<file path="config.mk">
export PLATFORM = sky130hd
export DESIGN_NAME = pulse_capture_timer
export DESIGN_NICKNAME = d
export VERILOG_FILES = /design/src/rtl/ct_pkg.sv /design/src/rtl/ct_sync.sv /design/src/rtl/ct_control.sv /design/src/rtl/ct_datapath.sv /design/src/rtl/pulse_capture_timer.sv
export SDC_FILE = /design/constraint.sdc
export NUM_CORES = 1
export LEC_CHECK = 0
export BUFFER_PORTS_ARGS = -buffer_cell sky130_fd_sc_hd__buf_2
export CAP_MARGIN = 20
export CORE_ASPECT_RATIO = 0.7
export CORE_UTILIZATION = 35
export DETAILED_ROUTE_END_ITERATION = 12
export GPL_TIMING_DRIVEN = 0
export SYNTH_ARGS = -nofsm -noshare
export SYNTH_HDL_FRONTEND = slang
export SYNTH_HIERARCHICAL = 1
export SYNTH_SLANG_ARGS = --single-unit
</file>
<file path="constraint.sdc">
create_clock -name clk -period 5.7 [get_ports clk]
set_input_delay 1.14 -clock clk [delete_from_list [all_inputs] [get_ports clk]]
set_output_delay 1.14 -clock clk [all_outputs]
set_load 0.02 [all_outputs]
</file>
<file path="src/rtl/ct_pkg.sv">
`timescale 1ns/1ps
package ct_pkg;
  localparam int BUS_W  = 8;
  localparam int ADDR_W = 3;

  localparam logic [ADDR_W-1:0] ADDR_MODE   = 3'd0;
  localparam logic [ADDR_W-1:0] ADDR_CTRL   = 3'd1;
  localparam logic [ADDR_W-1:0] ADDR_CNT_LO = 3'd2;
  localparam logic [ADDR_W-1:0] ADDR_CNT_HI = 3'd3;
  localparam logic [ADDR_W-1:0] ADDR_EVT_LO = 3'd4;
  localparam logic [ADDR_W-1:0] ADDR_EVT_HI = 3'd5;

  typedef enum logic [1:0] {
    EDGE_LOW_PULSE  = 2'b00,
    EDGE_HIGH_PULSE = 2'b01,
    EDGE_PER_RISE   = 2'b10,
    EDGE_PER_FALL   = 2'b11
  } edgeMode_t;

  // strobes from control to datapath
  typedef struct packed {
    logic cntInc;
    logic evtDec;
  } ctStrobe_t;
endpackage

</file>
<file path="src/rtl/ct_sync.sv">
`timescale 1ns/1ps
module ct_sync #(
  parameter int STAGES = 2
) (
  input  logic clk,
  input  logic rstN,
  input  logic din,
  output logic dout
);
  logic [STAGES-1:0] chain;

  always_ff @(posedge clk or negedge rstN) begin
    if (!rstN) chain <= '0;
    else       chain <= {chain[STAGES-2:0], din};
  end

  assign dout = chain[STAGES-1];
endmodule

</file>
<file path="src/rtl/ct_control.sv">
`timescale 1ns/1ps
module ct_control
  import ct_pkg::*;
#(
  parameter int RATE_W      = 3,
  parameter int SYNC_STAGES = 2
) (
  input  logic              clk,
  input  logic              rstN,
  input  logic              wrEn,
  input  logic [ADDR_W-1:0] addr,
  input  logic [BUS_W-1:0]  wrData,
  input  logic              capIn,
  input  logic              evtLast,
  input  logic              evtNonZero,
  input  logic              ovfPulse,
  output ctStrobe_t         strobe,
  output logic [BUS_W-1:0]  modeByte,
  output logic [BUS_W-1:0]  ctrlByte,
  output logic              tickOut,
  output logic              irqFlag,
  output logic              finish
);
  localparam int PRESC_W = (1 << RATE_W) - 1;

  logic              enable, srcExt, irq;
  logic [RATE_W-1:0] rate;
  logic              evtEn, capFast, start, measuring, held;
  edgeMode_t         edgeMode;
  logic [PRESC_W-1:0] presc, mask;
  logic capS, capPrev, rise, fall, startEv, stopEv;
  logic tick, capTick, modeWr, ctrlWr, active, stopHit;

  ct_sync #(.STAGES(SYNC_STAGES)) u_sync (
    .clk(clk), .rstN(rstN), .din(capIn), .dout(capS)
  );

  always_ff @(posedge clk or negedge rstN) begin
    if (!rstN) capPrev <= 1'b0;
    else       capPrev <= capS;
  end

  assign rise = capS & ~capPrev;
  assign fall = ~capS & capPrev;

  always_comb begin
    unique case (edgeMode)
      EDGE_LOW_PULSE:  begin startEv = fall; stopEv = rise; end
      EDGE_HIGH_PULSE: begin startEv = rise; stopEv = fall; end
      EDGE_PER_RISE:   begin startEv = rise; stopEv = rise; end
      default:         begin startEv = fall; stopEv = fall; end
    endcase
  end

  // prescaler: rate r divides by 2^(PRESC_W - r)
  assign mask = {PRESC_W{1'b1}} >> rate;
  assign tick = enable && ((presc & mask) == mask);

  always_ff @(posedge clk or negedge rstN) begin
    if (!rstN)        presc <= '0;
    else if (!enable) presc <= '0;
    else              presc <= presc + 1'b1;
  end

  assign modeWr  = wrEn && (addr == ADDR_MODE);
  assign ctrlWr  = wrEn && (addr == ADDR_CTRL);
  assign capTick = capFast | tick;
  assign active  = enable & start;
  assign stopHit = active & measuring & stopEv;
  assign finish  = stopHit & (~evtEn | evtLast);

  always_comb begin
    strobe.evtDec = stopHit & evtEn & evtNonZero;
    if (!enable || held)  strobe.cntInc = 1'b0;
    else if (start)       strobe.cntInc = measuring & capTick;
    else                  strobe.cntInc = srcExt ? rise : tick;
  end

  always_ff @(posedge clk or negedge rstN) begin
    if (!rstN) begin
      enable <= 1'b0;
      rate   <= '0;
      srcExt <= 1'b0;
      irq    <= 1'b0;
    end else begin
      if (modeWr) begin
        enable <= wrData[BUS_W-1];
        rate   <= wrData[BUS_W-2 -: RATE_W];
        srcExt <= wrData[BUS_W-2-RATE_W];
      end
      irq <= (irq & ~(modeWr & wrData[0])) | ovfPulse | finish;
    end
  end

  always_ff @(posedge clk or negedge rstN) begin
    if (!rstN) begin
      evtEn     <= 1'b0;
      capFast   <= 1'b0;
      start     <= 1'b0;
      edgeMode  <= EDGE_LOW_PULSE;
      measuring <= 1'b0;
      held      <= 1'b0;
    end else if (ctrlWr) begin
      evtEn     <= wrData[BUS_W-1];
      capFast   <= wrData[3];
      start     <= wrData[2];
      edgeMode  <= edgeMode_t'(wrData[1:0]);
      measuring <= 1'b0;
      held      <= 1'b0;
    end else if (finish) begin
      start     <= 1'b0;
      measuring <= 1'b0;
      held      <= 1'b1;
    end else if (!active) begin
      measuring <= 1'b0;
    end else if (!measuring && startEv) begin
      measuring <= 1'b1;
    end else if (stopHit && !edgeMode[1]) begin
      measuring <= 1'b0;
    end
  end

  assign modeByte = {enable, rate, srcExt, {(BUS_W-RATE_W-3){1'b0}}, irq};
  assign ctrlByte = {evtEn, {(BUS_W-5){1'b0}}, capFast, start, edgeMode};
  assign tickOut  = tick;
  assign irqFlag  = irq;
endmodule

</file>
<file path="src/rtl/ct_datapath.sv">
`timescale 1ns/1ps
module ct_datapath
  import ct_pkg::*;
#(
  parameter int CNT_W = 16,
  parameter int EVT_W = 10
) (
  input  logic              clk,
  input  logic              rstN,
  input  logic              wrEn,
  input  logic              rdEn,
  input  logic [ADDR_W-1:0] addr,
  input  logic [BUS_W-1:0]  wrData,
  input  ctStrobe_t         strobe,
  output logic [BUS_W-1:0]  cntLoByte,
  output logic [BUS_W-1:0]  shadowByte,
  output logic [BUS_W-1:0]  evtLoByte,
  output logic [BUS_W-1:0]  evtHiByte,
  output logic              evtLast,
  output logic              evtNonZero,
  output logic              ovfPulse
);
  localparam int HI_W  = CNT_W - BUS_W;
  localparam int EHI_W = EVT_W - BUS_W;

  logic [CNT_W-1:0] cnt;
  logic [HI_W-1:0]  pendHi, shadow;
  logic [EVT_W-1:0] evt;

  assign ovfPulse = strobe.cntInc & (cnt == {CNT_W{1'b1}});

  always_ff @(posedge clk or negedge rstN) begin
    if (!rstN) begin
      cnt    <= '0;
      pendHi <= '0;
      shadow <= '0;
    end else begin
      if (wrEn && addr == ADDR_CNT_HI) pendHi <= wrData[HI_W-1:0];
      if (wrEn && addr == ADDR_CNT_LO) cnt <= {pendHi, wrData};
      else if (strobe.cntInc)          cnt <= cnt + 1'b1;
      if (rdEn && addr == ADDR_CNT_LO) shadow <= cnt[CNT_W-1:BUS_W];
    end
  end

  always_ff @(posedge clk or negedge rstN) begin
    if (!rstN) evt <= '0;
    else if (wrEn && addr == ADDR_EVT_LO) evt[BUS_W-1:0] <= wrData;
    else if (wrEn && addr == ADDR_EVT_HI) evt[EVT_W-1:BUS_W] <= wrData[EHI_W-1:0];
    else if (strobe.evtDec) evt <= evt - 1'b1;
  end

  assign evtLast    = (evt <= {{(EVT_W-1){1'b0}}, 1'b1});
  assign evtNonZero = |evt;
  assign cntLoByte  = cnt[BUS_W-1:0];
  assign shadowByte = shadow;
  assign evtLoByte  = evt[BUS_W-1:0];
  assign evtHiByte  = {{(BUS_W-EHI_W){1'b0}}, evt[EVT_W-1:BUS_W]};
endmodule

</file>
<file path="src/rtl/pulse_capture_timer.sv">
`timescale 1ns/1ps
module pulse_capture_timer
  import ct_pkg::*;
#(
  parameter int CNT_W       = 16,
  parameter int EVT_W       = 10,
  parameter int RATE_W      = 3,
  parameter int SYNC_STAGES = 2
) (
  input  logic              clk,
  input  logic              rstN,
  input  logic              busWrEn,
  input  logic              busRdEn,
  input  logic [ADDR_W-1:0] busAddr,
  input  logic [BUS_W-1:0]  busWrData,
  output logic [BUS_W-1:0]  busRdData,
  input  logic              capIn,
  output logic              tickOut,
  output logic              irqFlag
);
  ctStrobe_t        strobe;
  logic [BUS_W-1:0] modeByte, ctrlByte, cntLoByte, shadowByte, evtLoByte, evtHiByte;
  logic             evtLast, evtNonZero, ovfPulse, finish;

  ct_control #(.RATE_W(RATE_W), .SYNC_STAGES(SYNC_STAGES)) u_ctl (
    .clk(clk), .rstN(rstN), .wrEn(busWrEn), .addr(busAddr), .wrData(busWrData),
    .capIn(capIn), .evtLast(evtLast), .evtNonZero(evtNonZero), .ovfPulse(ovfPulse),
    .strobe(strobe), .modeByte(modeByte), .ctrlByte(ctrlByte),
    .tickOut(tickOut), .irqFlag(irqFlag), .finish(finish)
  );

  ct_datapath #(.CNT_W(CNT_W), .EVT_W(EVT_W)) u_dp (
    .clk(clk), .rstN(rstN), .wrEn(busWrEn), .rdEn(busRdEn), .addr(busAddr),
    .wrData(busWrData), .strobe(strobe), .cntLoByte(cntLoByte),
    .shadowByte(shadowByte), .evtLoByte(evtLoByte), .evtHiByte(evtHiByte),
    .evtLast(evtLast), .evtNonZero(evtNonZero), .ovfPulse(ovfPulse)
  );

  always_comb begin
    unique case (busAddr)
      ADDR_MODE:   busRdData = modeByte;
      ADDR_CTRL:   busRdData = ctrlByte;
      ADDR_CNT_LO: busRdData = cntLoByte;
      ADDR_CNT_HI: busRdData = shadowByte;
      ADDR_EVT_LO: busRdData = evtLoByte;
      ADDR_EVT_HI: busRdData = evtHiByte;
      default:     busRdData = '0;
    endcase
  end
endmodule

</file>
=== Word level (Yosys, flattened, before mapping) ===
Cells that the tools add are included.

* Word-level logic and storage cells: 103
* Bits in registers: 65
* Input port bits: 16
* Output and inout port bits: 10

* Reduce and logical (&&, ||, !) cells: 25
* Shift operators: 1
* Add/subtract/negate cells: 3
* Eq/ne operators: 11
* Magnitude comparators: 1
* Bitwise logic cells: 22
* Multiplexer cells: 22

{| class="wikitable"
|+ Operators with widths
! kind !! number
|-
| $pmux 8 s6 || 1
|-
| $mux 16 || 2
|-
| $add 16x1->16 const B || 1
|-
| $eq 16x16->1 const B || 1
|-
| $mux 8 || 2
|-
| $mux 1 || 14
|-
| $and 1x1->1 || 12
|-
| $le 10x1->1 const B || 1
|-
| $logic_and 1x1->1 || 10
|-
| $mux 10 || 1
|-
| $reduce_or 10->1 || 1
|-
| $sub 10x1->10 const B || 1
|-
| $reduce_bool 2->1 || 4
|-
| $add 7x1->7 const B || 1
|-
| $and 7x7->7 || 1
|-
| $eq 7x7->1 || 1
|-
| $mux 7 || 1
|-
| $shr 7x3->7 const A || 1
|-
| $eq 3x2->1 const B || 2
|-
| $eq 3x3->1 const B || 2
|-
| $ne 5x3->1 const B || 1
|-
| $not 1->1 || 5
|-
| $or 1x1->1 || 4
|-
| $reduce_and 2->1 || 2
|-
| 10 further kinds || 13
|}

=== Logic depth before layout (Yosys ltp) ===
Gate-level depths: netlist of the first run.

* Depth after elaboration: 11
* Gate-level depth with buffers: 10

=== Cells and area by module ===
Netlist of the first run, hierarchy kept.

{| class="wikitable"
|+ Modules (own cells, without submodules)
! module !! cells each !! times used !! area an instance (um2)
|-
| ct_datapath || 233 || 1 || 2,268.4
|-
| ct_control || 114 || 1 || 1,162.4
|-
| pulse_capture_timer || 54 || 1 || 460.4
|-
| ct_sync || 2 || 1 || 50.0
|}

=== Worst setup path after synthesis of the first run ===
Ideal clock, no wire load.

* Kind: input -> output
* Start point: input busAddr[0]
* End point: output busRdData[4]
* Cell stages on the path: 5
* Slack: 2,432 ps
* Data required time: 4,560 ps
* Arrival time: 2,128 ps
* Buffers on the path: 2
* Path through: buf_6 > buf_12 > nor2_1 > a22oi_1 > o21ai_0

* Word-level cells in the longest chain between the ends: 2
* Elaborated cells between the ends (all ways): 7

{| class="wikitable"
|+ Ends and longest elaborated chain
! what !! RTL line !! RTL
|-
| start, declared || pulse_capture_timer.sv:14 || <nowiki>input logic [ADDR_W-1:0] busAddr,</nowiki>
|-
| $eq 3x3->1, or another cell as far along || pulse_capture_timer.sv:40 || <nowiki>unique case (busAddr)</nowiki>
|-
| $pmux 8 s6 (*) || pulse_capture_timer.sv:40 ||
|-
| end, declared || pulse_capture_timer.sv:16 || <nowiki>output logic [BUS_W-1:0] busRdData,</nowiki>
|}

Mark *: on every way between the ends. The rest lies on a longest branch, timed or not.

=== Worst setup path after layout of the first run ===
* Start point: input busAddr[0]
* End point: output busRdData[0]

Same word-level chain as after synthesis.

==> summary.txt, run 1 <==
Setup path
  • Crit Path Category: input port to output port
  • Critical Path RT: 4.56 ns
  • Beginning of the critical path: busAddr[0]
  • CP max stage cell: mux2i_1
  • Worst path max stage delay: 0.22 ns
  • RR Startpoint: u_ctl/rate[2]$_DFFE_PN0N_
  • Crit path buffers/inverters: 5
  • CP delay by family, top: buffers and inverters
  • Nature of the critical path startpoint: input port
  • Worst path most repeated cell: buf_2
  • Crit-path cells: buf_2 > buf_6 > buf_12 > buf_8 > mux2i_1 > o221ai_1 > buf_2
  • CP max FO: 10
  • Data arrival, critical path: 2.35 ns
  • Crit. End Element: output port

Min path
  • Hold path start: u_ctl/u_sync/chain[0]$_DFF_PN0_
  • Hold Crit Class: register to register

Placement
  • IO buf count: 25
  • Pre-CTS setup slack: 2.20 ns
  • Routability Congestion: roughly 0.87
  • DP Area: 4290 µm²
  • Hpwl dp: 7.24 mm

Floorplan
  • Core area: 11000 µm²
  • Initial Util: 0.359
  • Site Rows: 32
  • Die width: 129 µm
  • Die ar.: 11700 µm²
  • IO Pins: 26
  • Chip height: 90.8 µm

Timing
  • Clock skew: 0.00494 ns
  • Worst-Margin Slew: 0.850 ns
  • Unrepaired setup endpoints after global routing: no
  • Max frequency: 287 MHz
  • Setup_tns: 0 ns
  • Endpoints failing hold: 0
  • Final setup violation count: 0
  • Post-layout min period: ~3.5 ns
  • Post-layout worst setup margin: 2.21 ns
  • Period Utilization, post-route: 0.612
  • Max_slew headroom: 0.434
  • Final slew viol count: 0

Cells and area
  • Fill cells: 1092
  • Fin area: 4550 µm²
  • Share of cells above drive strength 1: 0.222
  • NumNets Final: 470
  • Syn-to-layout area delta: 15.3%
  • Antenna Cells: 0
  • Multi-input gate area: 2030 µm²
  • Reg area: 1630 µm²

Synth
  • Cell variety after synth: 57
  • Yosys reg bits: 65
  • Ys flop type: dfrtp_1
  • Post-synth EDFFs: 0
  • Ranking of synthesized cells by area: dfrtp_1 (41%), mux2_2 (6.3%), mux2i_1 (5.1%)
  • Most instantiated cells after synthesis: dfrtp_1 (65), nand2_1 (49), o21ai_0 (28), buf_4 (25), mux2_2 (22)
  • Yosys warning count: 6
  • Post-Syn Area: 3940 µm²
  • Register area share after synthesis: 0.413
  • Largest area contributor in the netlist: dfrtp_1
  • Avg Cell Area, Syn: 9.78 µm²
  • Asr flop ratio synth: 1.00
  • Most numerous cell in the Yosys netlist: dfrtp_1
  • Top cell type's share of synthesized area: 0.413
  • Cell count after synthesis: 403

Drt
  • Vias per cell: 5.10
  • DR vias: 3083
  • DRT antenna net count: 0
  • Total iterations of the first detailed-routing run: 4
  • Routed wire per std cell: 16.5 µm
  • Iter 0 DRT Violations: ~230
  • DRC Markers: 0
  • Routed wire length: 9.97 mm

Global route
  • Grt ovf: 0
  • Largest net degree at the start of global routing: 66
  • Initial antenna violation count: 0
  • First-pass GRT wire length: 15.9 mm
  • Total GRT Usage: 0.182
  • Vias in the first global route: 2926

Pwr
  • Leak: about 0.0019 µW
  • Net Sw Frac: 0.317
  • Worst vdd ir: 0.000184 V
  • Gate power share: 0.229
  • Int Pwr: just over 1000 µW
  • Switching pwr: between 400 and 500 µW
  • Clk pwr share: 0.316
  • Power per cell area: 331 nW/µm²
  • Reg power frac: 0.455

CTS
  • Num Clock Sinks: 65
  • Root buf cell: clkbuf_16
  • Clk Latency, worst-skew pair: 0.33 ns
  • H-tree levels: 3
  • Clk buf depth: 2
  • Post-cts sizing count: 0
  • Setup Buffers After CTS: 0
  • Clk pin slew, worst setup/hold paths: approximately 0.050 ns
  • Hold_buf cts: 0
  • CTS Buf Count: 9
  • CTS tree: done

Run
  • Max_cap viols: 0

Outcome
  • Status: complete, no violations
-- worst register-to-register path: stages (launching register included) --
cell and delay (ns):
dfrtp_1 0.46, a22oi_1 0.14, nor4b_2 0.30, o211ai_1 0.13, a21oi_1 0.18, clkbuf_1 0.30
nand4_1 0.35, nor4_1 0.48, mux2i_1 0.25, nand2_1 0.07
-- final timing paths --
path,end,slack [ns],cells past startpoint
min reg2reg,u_ctl/u_sync/chain[1]$_DFF_PN0_,0.35,0
max,busRdData[0],2.21,7
max in group asynchronous,u_ctl/held$_DFFE_PN0P_,4.22,1
min,u_ctl/u_sync/chain[1]$_DFF_PN0_,0.35,0
min in group asynchronous,u_dp/shadowByte[4]$_DFFE_PN0P_,0.90,1
max reg2reg,u_dp/cnt[14]$_DFFE_PN0P_,2.94,9
-- cell type report --
class	instances	area share
flip-flops and latches	65	0.358
clock inverters	4	0.00495
clock buffers	10	0.0504
well taps	153	0.0421
plain buffers	41	0.0641
repair buffers	25	0.0281
multi-input cells	298	0.446
inverters	8	0.00661
-- placed cells by master (no fill, tap or decap), types with 3 or more instances in the layout --
cell / instances
buf_4: 26
nand2b_1: 4
clkbuf_16: 9
nand4_1: 6
mux2i_1: 20
buf_2: 25
nor2b_1: 7
or3_1: 3
nand3b_1: 3
xnor2_1: 18
o21ai_0: 28
nor2_1: 13
nand3_1: 20
inv_1: 8
a22oi_1: 4
a211o_1: 4
nor4_1: 7
clkbuf_1: 12
nand2_1: 49
o21a_1: 5
conb_1: 11
nor3_1: 10
xor2_1: 4
a21oi_1: 8
and2_1: 6
dfrtp_1: 65
ha_1: 6
clkinv_2: 3
or4_1: 3
o221ai_1: 6
mux2_2: 22
-- metal layers --
layer,part of all wire,GRT usage
met1,0.53,0.279
met2,0.40,0.247
met3,0.060,0.0533
met4,0.0045,0.0382
met5,0,0
-- state kept, by name (all words and copies together), names as in the netlist --
name / count
u_ctl/capPrev: 1
u_ctl/srcExt: 1
u_ctl/capFast: 1
u_ctl/enable: 1
u_ctl/presc: 7
u_ctl/measuring: 1
u_ctl/rate: 3
u_ctl/irqFlag: 1
u_dp/shadowByte: 8
u_dp/evt: 10
u_ctl/edgeMode: 2
u_ctl/start: 1
u_ctl/evtEn: 1
u_ctl/held: 1
u_dp/pendHi: 8
u_ctl/u_sync/chain: 2
u_dp/cnt: 16
-- power groups by stage --
stage / Clock (µW) / Sequential, µW / Combinational, µW
3_3_place_gp: 0 / 685 / 338
6_report: 476 / 685 / 345
3_5_place_dp: 0 / 691 / 343
5_1_grt: 508 / 704 / 382
2_1_floorplan: 0 / 647 / 265
4_1_cts: 488 / 683 / 346
-- stage by stage --
| stage | util | hold slack (ns) | power [µW] | std cells |
|---|---|---|---|---|
| after CTS | 0.414 | 0.350 | 1520 | 604 |
| after detailed placement | 0.391 | 0.338 | 1030 | 590 |
| final | 0.414 | 0.345 | 1510 | 604 |
| after global routing | 0.414 | 0.355 | 1590 | 604 |
| after floorplan | - | 0.331 | 913 | 412 |
| after global placement | 0.391 | 0.335 | 1020 | 590 |
-- kinds of logic (layout without fill, tap and decap cells) --
group	count (synthesis)	after routing	synth area share
adder cells (fa/ha/maj)	6	6	0.0190
flip-flops	65	65	0.413
XOR/XNOR	22	22	0.0489
other	2	11	0.00191
AND/OR/NAND/NOR	150	150	0.211
buffers and inverters	49	88	0.0816
AO/OA/AOI/OAI	65	65	0.105
multiplexers	44	44	0.120
Power figures use the tool's default switching activity.
==> inputs of run 2 (changes only) <==
Settings changed: ABC_AREA from default to 1.
Clock period 5.7 ns to 2.9 ns, I/O delays scaled along.
==> run 2 against run 1 <==
  * Critical path depth grew 2
  * Cell count is 35% higher
  * Wire length rose by 19%
  * Count of clock-buffer cells in the layout increased by 3
  * Power grew 150%
  * Sequential share of layout area is 2.9 points lower
  * Critical path type unchanged
  * Largest cell class unchanged
==> summary.txt, run 2 <==
Setup path
  • Beginning of the critical path: busAddr[1] (was busAddr[0])
  • Worst path max stage delay: 0.17 ns (was 0.22 ns)
  • Nature of the critical path startpoint: input port (unchanged)
  • Reg2Reg Depth: 11 (was 9)
  • CP max FO: 10 (unchanged)
  • Setup slack, reg-to-reg: 0.74 ns (was 2.94 ns)
  • Data arrival, critical path: 1.68 ns (was 2.35 ns)
  • Crit. End Element: output port (unchanged)
  • RR Startpoint: u_dp/evt[1]$_DFFE_PN0P_ (was u_ctl/rate[2]$_DFFE_PN0N_)
  • CP endpoint: busRdData[3] (was busRdData[0])
  • Critical Path RT: 2.32 ns (was 4.56 ns)
  • CP max stage cell: nor2_1 (was mux2i_1)
  • Crit Path Category: input port to output port (unchanged)
  • Reg-to-reg endpoint: u_dp/evt[4]$_DFFE_PN0P_ (was u_dp/cnt[14]$_DFFE_PN0P_)
  • Crit-path cells: buf_2 > buf_6 > inv_2 > buf_6 > nand4_1 > nand2_1 > nor2_1 > nand2_1 > buf_2 (was buf_2 > buf_6 > buf_12 > buf_8 > mux2i_1 > o221ai_1 > buf_2)

Cells and area
  • Commonest non-fill, non-tap cell in the layout: nand2_1 (was dfrtp_1)
  • Largest registers: u_dp/cnt: 16 flops, u_dp/evt: 10 flops (unchanged)
  • Most flop-heavy register: u_dp/cnt (unchanged)
  • Most frequent cells in the layout: nand2_1 (165), inv_1 (87), dfrtp_1 (65) (was dfrtp_1 (65), nand2_1 (49), o21ai_0 (28))
  • Fill cells: 1235 (was 1092)
  • Share of cells above drive strength 1: 0.162 (was 0.222)
  • Antenna Cells: 0 (unchanged)
  • Syn-to-layout area delta: 15.1% (was 15.3%)
  • Max FFs per register: 16 (unchanged)
  • Finished Layout Cells: 817 (was 604)
  • NumNets Final: 677 (was 470)

Timing
  • Setup_tns: 0 ns (unchanged)
  • Max frequency: 442 MHz
  • Max_slew headroom: 0.427 (was 0.434)
  • Worst Hold Slack: 0.354 ns (was 0.345 ns)
  • Worst-Margin Slew: 0.860 ns (was 0.850 ns)
  • Clock skew: 0.00632 ns (was 0.00494 ns)
  • Endpoints failing hold: 0 (unchanged)
  • Final slew viol count: 0 (unchanged)
  • Unrepaired setup endpoints after global routing: no (unchanged)
  • Period Utilization, post-route: 0.780
  • Final setup violation count: 0 (unchanged)
  • Post-layout worst setup margin: 0.639 ns (was 2.21 ns)
  • Post-layout min period: 2.26 ns

Synth
  • Most numerous cell in the Yosys netlist: nand2_1 (was dfrtp_1)
  • Largest area contributor in the netlist: dfrtp_1 (unchanged)
  • Cell count after synthesis: 610 (was 403)
  • Largest family of logic cells by synthesized area: simple AND/OR/NAND/NOR gates (unchanged)
  • Post-synth EDFFs: 0 (unchanged)
  • Avg Cell Area, Syn: 7.05 µm² (was 9.78 µm²)
  • Synth Area in Adders: 0.0175 (was 0.0190)
  • Cell variety after synth: 33 (was 57)
  • Synth Area in XOR/XNOR: 0.0183 (was 0.0489)
  • Post-synthesis mux area share: 0 (was 0.120)
  • Register area share after synthesis: 0.378 (was 0.413)
  • Top cell type's share of synthesized area: 0.378 (was 0.413)
  • Synth Area in Compound Gates: 0.112 (was 0.105)
  • Asr flop ratio synth: 1.00 (unchanged)
  • Yosys reg bits: 65 (unchanged)
  • Ranking of synthesized cells by area: dfrtp_1 (38%), nand2_1 (14%), inv_1 (7.6%) (was dfrtp_1 (41%), mux2_2 (6.3%), mux2i_1 (5.1%))
  • Yosys warning count: 6 (unchanged)
  • Simple-gate area share of the yosys netlist: 0.315 (was 0.211)
  • Ys flop type: dfrtp_1 (unchanged)
  • Most instantiated cells after synthesis: nand2_1 (165), inv_1 (87), dfrtp_1 (65), nor2_1 (52), o21ai_0 (45) (was dfrtp_1 (65), nand2_1 (49), o21ai_0 (28), buf_4 (25), mux2_2 (22))
  • Post-Syn Area: 4300 µm² (was 3940 µm²)

Floorplan
  • IO Pins: 26 (unchanged)
  • Initial Util: 0.363 (was 0.359)
  • Die width: 134 µm (was 129 µm)
  • Die ar.: 12700 µm² (was 11700 µm²)
  • Core area: 11900 µm² (was 11000 µm²)
  • Chip height: 94.7 µm (was 90.8 µm)
  • Site Rows: 33 (was 32)

Drt
  • Iter 0 DRT Violations: 334 (was 226)
  • DR vias: 3970 (was 3083)
  • Vias per cell: 4.86 (was 5.10)
  • Routed wire length: 11.9 mm (was 9.97 mm)
  • DRT antenna net count: 0 (unchanged)
  • Total iterations of the first detailed-routing run: 5 (was 4)
  • DRC Markers: 0 (unchanged)
  • Routed wire per std cell: 14.5 µm (was 16.5 µm)

Placement
  • Inst Count DP: 801 (was 590)
  • Pre-CTS setup slack: 0.663 ns (was 2.20 ns)
  • Hpwl dp: 9.10 mm (was 7.24 mm)
  • IO buf count: 25 (unchanged)
  • Routability Congestion: 0.915 (was 0.867)

CTS
  • Num Clock Sinks: 65 (unchanged)
  • Post-cts sizing count: 0 (unchanged)
  • CTS tree: done (unchanged)
  • Clk Latency, worst-skew pair: 0.33 ns (about the same)
  • CTS Buf Count: 9 (unchanged)
  • Root buf cell: clkbuf_16 (unchanged)
  • Clk pin slew, worst setup/hold paths: 0.05 ns (about the same)
  • Clk buf depth: 2 (unchanged)
  • Setup Buffers After CTS: 0 (unchanged)
  • H-tree levels: 3 (unchanged)
  • Hold_buf cts: 0 (unchanged)

Outcome
  • Status: complete, no violations (unchanged)

Pwr
  • Tot Pwr: 3730 µW (was 1510 µW)
  • Power per cell area: 754 nW/µm² (was 331 nW/µm²)
  • Leak: 0.00260 µW (was 0.00192 µW)
  • Worst vdd ir: 0.000296 V (was 0.000184 V)

Global route
  • Total GRT Usage: 0.206 (was 0.182)
  • Grt ovf: 0 (unchanged)
  • Largest net degree at the start of global routing: 66 (unchanged)
  • Initial antenna violation count: 0 (unchanged)
  • First-pass GRT wire length: 19.8 mm (was 15.9 mm)
  • Vias in the first global route: 3826 (was 2926)

Min path
  • Hold Crit Class: register to register (unchanged)

Run
  • Max_cap viols: 0 (unchanged)
## run 2: changes by cell type in the layout (fill, tap and decap cells not counted), moves of 17 or more
cell	change
o21ai_0	+17
nand3_1	+20
inv_1	+79
mux2_2	-22
nand2_1	+116
nor2_1	+39
mux2i_1	-20
nand4_1	+21
xnor2_1	-18
## run 2: power by group
| part | total [µW] | internal (µW) | switching [µW] |
|---|---|---|---|
| clock | 1080 | 686 | 391 |
| combinational | 1160 | 463 | 699 |
| sequential | 1490 | 1170 | 322 |
| total | 3730 | 2320 | 1410 |
## run 2: worst max-delay path: cells and delay by family
family | cells | cell delay (ns)
buf+inv | 5 | 0.70
simple gates | 4 | 0.40
## run 2: logic make-up after synthesis
| family | count (synthesis) |
|---|---|
| buffers and inverters | 134 |
| AO/OA/AOI/OAI | 85 |
| AND/OR/NAND/NOR | 309 |
| flip-flops | 65 |
| XOR/XNOR | 9 |
| adder cells (fa/ha/maj) | 6 |
| other | 2 |
## run 2: layout make-up
| class | instances | area, µm² | share of cell area |
|---|---|---|---|
| Clock inverter | 3 | 40.0 | 0.00809 |
| Buffer | 42 | 330 | 0.0668 |
| Sequential cell | 65 | 1630 | 0.329 |
| Timing Repair Buffer | 25 | 128 | 0.0258 |
| Tap cell | 157 | 196 | 0.0397 |
| Inverter | 92 | 345 | 0.0698 |
| Multi-Input combinational cell | 420 | 2030 | 0.410 |
| Clock buffer | 13 | 250 | 0.0506 |
## run 2: stage by stage
stage / utilization / instance area [µm²]
final: 0.417 / 4950
after global routing: 0.417 / 4950
after CTS: 0.417 / 4950
after detailed placement: 0.393 / 4660
after global placement: 0.393 / 4650
after floorplan: - / 4330
## run 2: worst min-delay path by stage
stage,start,slack [ns],cells past startpoint,end
floorplan,rstN,0.28,0,u_ctl/capFast$_DFFE_PN0P_
global placement,u_ctl/u_sync/chain[0]$_DFF_PN0_,0.34,0,u_ctl/u_sync/chain[1]$_DFF_PN0_
detailed placement,u_ctl/u_sync/chain[0]$_DFF_PN0_,0.34,0,u_ctl/u_sync/chain[1]$_DFF_PN0_
CTS,capIn,0.35,1,u_ctl/u_sync/chain[0]$_DFF_PN0_
global route,capIn,0.35,1,u_ctl/u_sync/chain[0]$_DFF_PN0_
finish,u_ctl/u_sync/chain[0]$_DFF_PN0_,0.35,0,u_ctl/u_sync/chain[1]$_DFF_PN0_
## run 2: routing by layer
| metal | part of all wire | wire length (µm) | global-route usage |
|---|---|---|---|
| met1 | 0.51 | 6080 | 0.304 |
| met3 | 0.095 | 1130 | 0.0542 |
| met2 | 0.38 | 4540 | 0.293 |
| met5 | 0 | 0 | 0 |
| met4 | 0.0089 | 106 | 0.0571 |
